`src/rtl/pclk_pkg.sv`:
```
package pclk_pkg;

    typedef enum logic [1:0] {
        ST_IDLE  = 2'd0,
        ST_ISSUE = 2'd1,
        ST_WAIT  = 2'd2
    } srch_st_e;

    // Odd divider value for a divider code: 0->1, 1->3, 2->5
    function automatic logic [2:0] odd_div(input logic [1:0] code);
        return {code, 1'b1};
    endfunction

endpackage

```
`src/rtl/pclk_cand_map.sv`:
```
module pclk_cand_map #(
    parameter int unsigned FW      = 32,
    parameter int unsigned SHW     = 3,
    parameter int unsigned DENW    = 10,
    parameter int unsigned SRC0_HZ = 288000000,
    parameter int unsigned SRC1_HZ = 336000000
) (
    input  logic            src_sel,
    input  logic [1:0]      div_code,
    input  logic [SHW-1:0]  shift_amt,
    output logic [FW-1:0]   numer,
    output logic [DENW-1:0] denom
);
    import pclk_pkg::*;

    always_comb begin
        numer = src_sel ? FW'(SRC1_HZ) : FW'(SRC0_HZ);
        denom = DENW'(odd_div(div_code)) << shift_amt;
    end

endmodule

```
`src/rtl/pclk_divu.sv`:
```
module pclk_divu #(
    parameter int unsigned NW = 32,
    parameter int unsigned DW = 10
) (
    input  logic          clk,
    input  logic          rst_n,
    input  logic          go,
    input  logic [NW-1:0] num,
    input  logic [DW-1:0] den,
    output logic          valid,
    output logic [NW-1:0] quo,
    output logic [DW-1:0] rem
);
    localparam int unsigned CW = $clog2(NW + 1);

    typedef struct packed {
        logic [CW-1:0] cnt;
        logic [NW-1:0] q;
        logic [DW-1:0] r;
        logic [DW-1:0] d;
        logic          act;
        logic          vld;
    } div_t;

    div_t cur_q, cur_d;
    logic [DW:0] trial;
    logic        ge;

    always_comb begin
        cur_d     = cur_q;
        cur_d.vld = 1'b0;
        trial     = {cur_q.r, cur_q.q[NW-1]};
        ge        = trial >= {1'b0, cur_q.d};
        if (cur_q.act) begin
            cur_d.q   = {cur_q.q[NW-2:0], ge};
            cur_d.r   = ge ? DW'(trial - {1'b0, cur_q.d}) : trial[DW-1:0];
            cur_d.cnt = cur_q.cnt - 1'b1;
            if (cur_q.cnt == CW'(1)) begin
                cur_d.act = 1'b0;
                cur_d.vld = 1'b1;
            end
        end else if (go) begin
            cur_d.q   = num;
            cur_d.r   = '0;
            cur_d.d   = den;
            cur_d.cnt = CW'(NW);
            cur_d.act = 1'b1;
        end
    end

    always_ff @(posedge clk) begin
        if (!rst_n) cur_q <= '0;
        else        cur_q <= cur_d;
    end

    assign valid = cur_q.vld;
    assign quo   = cur_q.q;
    assign rem   = cur_q.r;

endmodule

```
`src/rtl/pclk_score.sv`:
```
module pclk_score #(
    parameter int unsigned FW   = 32,
    parameter int unsigned DENW = 10
) (
    input  logic [FW-1:0]   quo,
    input  logic [DENW-1:0] rem,
    input  logic [DENW-1:0] den,
    input  logic [FW-1:0]   req,
    input  logic [FW-1:0]   best_diff,
    output logic [FW-1:0]   diff,
    output logic            better
);
    logic [FW-1:0] rounded;

    always_comb begin
        // floor(n/d + 1/2) = q + (2r >= d)
        rounded = quo + FW'({rem, 1'b0} >= {1'b0, den});
        diff    = (rounded >= req) ? (rounded - req) : (req - rounded);
        better  = diff < best_diff;
    end

endmodule

```
`src/rtl/pclk_search.sv`:
```
module pclk_search #(
    parameter int unsigned FW      = 32,
    parameter int unsigned SHW     = 3,
    parameter int unsigned SRC0_HZ = 288000000,
    parameter int unsigned SRC1_HZ = 336000000
) (
    input  logic           clk,
    input  logic           rst_n,
    input  logic           start,
    input  logic           is_panel,
    input  logic [FW-1:0]  req_hz,
    output logic           busy,
    output logic           done,
    output logic           src_sel,
    output logic [1:0]     div_code,
    output logic [SHW-1:0] shift_amt,
    output logic [FW-1:0]  freq_hz
);
    import pclk_pkg::*;

    localparam int unsigned NSHIFT = 1 << SHW;
    localparam int unsigned DENW   = 3 + NSHIFT - 1;
    localparam logic [SHW-1:0] SH_LAST = SHW'(NSHIFT - 1);

    typedef struct packed {
        srch_st_e       st;
        logic           panel;
        logic [FW-1:0]  req;
        logic           c_src;
        logic [1:0]     c_div;
        logic [SHW-1:0] c_sh;
        logic           b_src;
        logic [1:0]     b_div;
        logic [SHW-1:0] b_sh;
        logic [FW-1:0]  b_freq;
        logic [FW-1:0]  b_diff;
        logic           done;
    } srch_t;

    srch_t s_q, s_d;

    logic [FW-1:0]   numer;
    logic [DENW-1:0] denom;
    logic            div_go, div_vld;
    logic [FW-1:0]   div_quo;
    logic [DENW-1:0] div_rem;
    logic [FW-1:0]   cand_diff;
    logic            cand_better;
    logic [1:0]      div_last;

    pclk_cand_map #(
        .FW(FW), .SHW(SHW), .DENW(DENW), .SRC0_HZ(SRC0_HZ), .SRC1_HZ(SRC1_HZ)
    ) u_map (
        .src_sel(s_q.c_src), .div_code(s_q.c_div), .shift_amt(s_q.c_sh),
        .numer(numer), .denom(denom)
    );

    pclk_divu #(.NW(FW), .DW(DENW)) u_div (
        .clk(clk), .rst_n(rst_n), .go(div_go), .num(numer), .den(denom),
        .valid(div_vld), .quo(div_quo), .rem(div_rem)
    );

    pclk_score #(.FW(FW), .DENW(DENW)) u_score (
        .quo(div_quo), .rem(div_rem), .den(denom), .req(s_q.req),
        .best_diff(s_q.b_diff), .diff(cand_diff), .better(cand_better)
    );

    always_comb begin
        s_d      = s_q;
        s_d.done = 1'b0;
        div_go   = 1'b0;
        div_last = s_q.panel ? 2'd2 : 2'd1;
        unique case (s_q.st)
            ST_IDLE: begin
                if (start) begin
                    s_d.st     = ST_ISSUE;
                    s_d.panel  = is_panel;
                    s_d.req    = req_hz;
                    s_d.c_src  = 1'b0;
                    s_d.c_div  = 2'd0;
                    s_d.c_sh   = '0;
                    s_d.b_diff = '1;
                end
            end
            ST_ISSUE: begin
                div_go = 1'b1;
                s_d.st = ST_WAIT;
            end
            ST_WAIT: begin
                if (div_vld) begin
                    if (cand_better) begin
                        s_d.b_src  = s_q.c_src;
                        s_d.b_div  = s_q.c_div;
                        s_d.b_sh   = s_q.c_sh;
                        s_d.b_freq = div_quo;
                        s_d.b_diff = cand_diff;
                    end
                    s_d.st = ST_ISSUE;
                    if (s_q.c_sh != SH_LAST) begin
                        s_d.c_sh = s_q.c_sh + 1'b1;
                    end else begin
                        s_d.c_sh = '0;
                        if (s_q.c_div != div_last) begin
                            s_d.c_div = s_q.c_div + 1'b1;
                        end else if (!s_q.c_src) begin
                            s_d.c_div = 2'd0;
                            s_d.c_src = 1'b1;
                        end else begin
                            s_d.st   = ST_IDLE;
                            s_d.done = 1'b1;
                        end
                    end
                end
            end
            default: s_d.st = ST_IDLE;
        endcase
    end

    always_ff @(posedge clk) begin
        if (!rst_n) begin
            s_q    <= '0;
            s_q.st <= ST_IDLE;
        end else begin
            s_q <= s_d;
        end
    end

    assign busy      = (s_q.st != ST_IDLE);
    assign done      = s_q.done;
    assign src_sel   = s_q.b_src;
    assign div_code  = s_q.b_div;
    assign shift_amt = s_q.b_sh;
    assign freq_hz   = s_q.b_freq;

endmodule

```
`config.mk`:
```
export PLATFORM = sky130hd
export DESIGN_NAME = pclk_search
export DESIGN_NICKNAME = d
export VERILOG_FILES = /design/src/rtl/pclk_pkg.sv /design/src/rtl/pclk_cand_map.sv /design/src/rtl/pclk_divu.sv /design/src/rtl/pclk_score.sv /design/src/rtl/pclk_search.sv
export SDC_FILE = /design/constraint.sdc
export NUM_CORES = 1
export LEC_CHECK = 0
export CORE_UTILIZATION = 31
export CTS_CLUSTER_DIAMETER = 50
export DETAILED_ROUTE_END_ITERATION = 6
export GPL_ROUTABILITY_DRIVEN = 0
export GPL_TIMING_DRIVEN = 0
export SYNTH_ARGS = -nofsm -noshare
export SYNTH_HDL_FRONTEND = slang
export SYNTH_SLANG_ARGS = --single-unit
```
`constraint.sdc`:
```
create_clock -name clk -period 7.5 [get_ports clk]
set_input_delay 1.5 -clock clk [delete_from_list [all_inputs] [get_ports clk]]
set_output_delay 1.5 -clock clk [all_outputs]
set_load 0.005 [all_outputs]
```
==> results.cfg <==
[yosys]
syn_inst = 1575
synth_fa_ha_area_share_pct = 12.7
synthArstFlopShare_pct = 0
yosys.area_share.simple_pct = 16.8
synth_top_family_by_area = compound AO/OA/AOI/OAI gates
syn_nets = 1734
synth-main-ff-cell = dfxtp_1
synth_compound_area_share_pct = 23.5
synthMuxAreaShare_pct = 4.69
synth.distinct_cells = 84
yosysWarningCount = 0
synth_edf_count = 0
synth_xor_area_share_pct = 4.71
syn_avg_cell_area_um2 = 7.80
syn-cell-area_um2 = 12300
synth_seq_cells = 172
seq_area_frac_synth_pct = 28.0

[routing]
routedWlPerCell_um = 17.9
drtAntennaViolNets = 0
routed-via-count = 12161
wl_um = 41300
drc_errors = 0
vias_per_cell = 5.27
drtIter0Drc = 877
firstDrtPassIters = 6

[clock_tree]
cts_tree = built
path_clk_slew_ns = 0.08
cts_buffers = 17
cts_root_buffer = clkbuf_16
cts.sinks = 172
clock_path_buffers = 2
h-tree-depth = 4
holdBufCountCts = 0
clk_latency_ns = 0.46

[critical_path]
cp-end-kind = register
crit_required_ns = 7.91
crit_path_start_kind = register
cpMostUsedCell = a21o_1
cpMaxStageDelayCell = a211o_1
crit_arrival_ns = 8.23
criticalPathCategory = reg -> reg
crit_fanout = 5
max_stage_delay_ns = 0.40

[placement]
placed_area_um2 = 13700
hpwl_um = 29200
io_buffers = 75

[sta]
grt_setup_unrepaired = true
worst_pin_slew_ns = 0.965
finalClockSkew_ns = 0.00982
relSlewSlack_pct = 35.6
whs_ns = 0.461
max_freq_mhz = 128
finalCritPeriodShare_pct = 104
setup_violations = 70
layout_setup_ws_ns = -0.323
min_period_ns = 7.82
finalHoldViolCount = 0
setup_tns_ns = -12.92
slew_viol_final = 0

[die]
core_region_area_um2 = 38800
die_w_um = 201
die_area_um2 = 40400
initial_utilization_pct = 31.6
die_h_um = 201
pin_count = 76
std_cell_rows = 72

[layout]
multi_input_area_um2 = 8760
mostFrequentLayoutCell = dfxtp_1
nNetsFinal = 1936
final_cell_mix = 167 x dfxtp_1, 147 x a21oi_1, 142 x nand2_1
fin_area_um2 = 16800
area_growth_pct = 36.4
seqCellArea_um2 = 3460
drive_gt1_share_pct = 21.4
diodes = 0
fillCellCount = 3689

[grt]
grt_pass1_vias = 11355
grt_usage_pct = 19.2
grt_overflow = 0
antenna_found_initial = 1
grt_pass1_wl_um = 61900
grt_max_degree = 18

[power]
p_sw_uw = 1370
pwr-share-seq_pct = 27.5
combPwrFrac_pct = 46.0
ir_drop_mv = 0.132
swShare_pct = 38.0
p_clk_share_pct = 26.5
pwr_density_cell_nw_per_um2 = 216
p_int_uw = 2250
p_leak_uw = 0.00689

[outcome]
outcome = complete, but fails checks
violations = negative setup slack

[hold_path]
hold_path.class = reg -> reg

[flow_run]
maxCapViolations = 0
==> state kept, by name, summed over array words and instances, names as in the netlist, 2 cells and up <==
name         count
div_code         2
freq_hz         32
s_q             73
shift_amt        3
u_div.cur_q     17
u_div.quo       32
u_div.rem       10
==> power by group through the flow <==
stage	sequential [uW]	clock [uW]	combinational [uW]
floorplan	1000	0	930
global placement	1020	0	1230
detailed placement	1020	0	1250
CTS	996	971	1500
global route	1000	1010	1810
finish	998	960	1660
==> metal layers <==
layer / global-route usage (%) / part of all wire [%] / vias up
met5: 0 / 0 / -
met4: 8.23 / 4.0 / 0
met3: 2.74 / 5.5 / 114
met2: 32.0 / 47 / 415
met1: 24.7 / 43 / 5782
li1: - / - / 5850
==> cell type report <==
class,instances,area share (%)
buffer,116,5.36
clock buffer,19,2.70
clock inverter,13,1.01
inverter,138,3.29
multi-input combinational,1145,52.3
sequential,172,20.6
tap,518,3.87
timing repair buffer,186,10.7
timing repair inverter,1,0.0971
==> worst max-delay path, delay by kind of cell, from the launching register on <==
family	cells	cell delay, ns
simple gates	8	1.06
buf+inv	4	0.45
fa+ha+maj	4	1.09
xor+xnor	2	0.28
compound gates	22	4.51
flops	1	0.34
==> stage by stage <==
stage	total power, uW	cells	worst slack (ns)	util (%)
after floorplan	1930	1575	0.0469	-
after global placement	2250	2168	-2.35	35.2
after detailed placement	2260	2168	-2.47	35.2
after CTS	3470	2266	-0.0853	40.4
after global routing	3820	2308	-0.512	43.1
final	3620	2308	-0.323	43.1
==> final timing paths <==
path,startpoint,to,slack [ns],cells past startpoint
hold / removal,s_q[108],s_q[108],0.46,2
setup / recovery,s_q[73],s_q[31],-0.32,40
setup reg to reg,s_q[73],s_q[31],-0.32,40
hold reg to reg,s_q[108],s_q[108],0.46,2
==> synth_stat cells, drive strengths merged, types with 8 or more instances <==
| cell | number | area [um2] |
|---|---|---|
| and3 | 17 | 106 |
| mux2i | 53 | 531 |
| nand4 | 22 | 138 |
| buf | 68 | 457 |
| xor2 | 38 | 333 |
| ha | 120 | 1500 |
| nand2b | 11 | 68.8 |
| a211oi | 9 | 72.6 |
| a211o | 8 | 70.1 |
| a21oi | 165 | 830 |
| nor2b | 12 | 75.1 |
| a21o | 35 | 263 |
| a31oi | 30 | 188 |
| nand3 | 23 | 115 |
| a22o | 16 | 140 |
| o31ai | 9 | 72.6 |
| nand2 | 160 | 608 |
| dfxtp | 172 | 3440 |
| o21bai | 14 | 105 |
| o21ai | 74 | 370 |
| nor3 | 33 | 176 |
| o21a | 26 | 195 |
| and2 | 13 | 81.3 |
| nor2 | 130 | 493 |
| clkbuf | 52 | 196 |
| inv | 137 | 514 |
| xnor2 | 28 | 245 |
==> timing repair <==
action / 4_1_cts / 5_1_grt
pin swaps: 95 / 56
gates resized for setup: 182 / 123
gates cloned: 4 / 7
setup endpoints to repair: 70 / 70
buffers inserted: 66 / 35
hold endpoints to repair: 0 / 0
==> kinds of logic after synthesis <==
group | after synthesis
AOI/OAI and AO/OA | 450
xor gates and xnor gates | 66
adders and majority gates | 123
buffers and inverters | 258
DFF | 172
muxes | 57
and+or+nand+nor | 449
No activity file was read; power rests on OpenSTA's default activity.
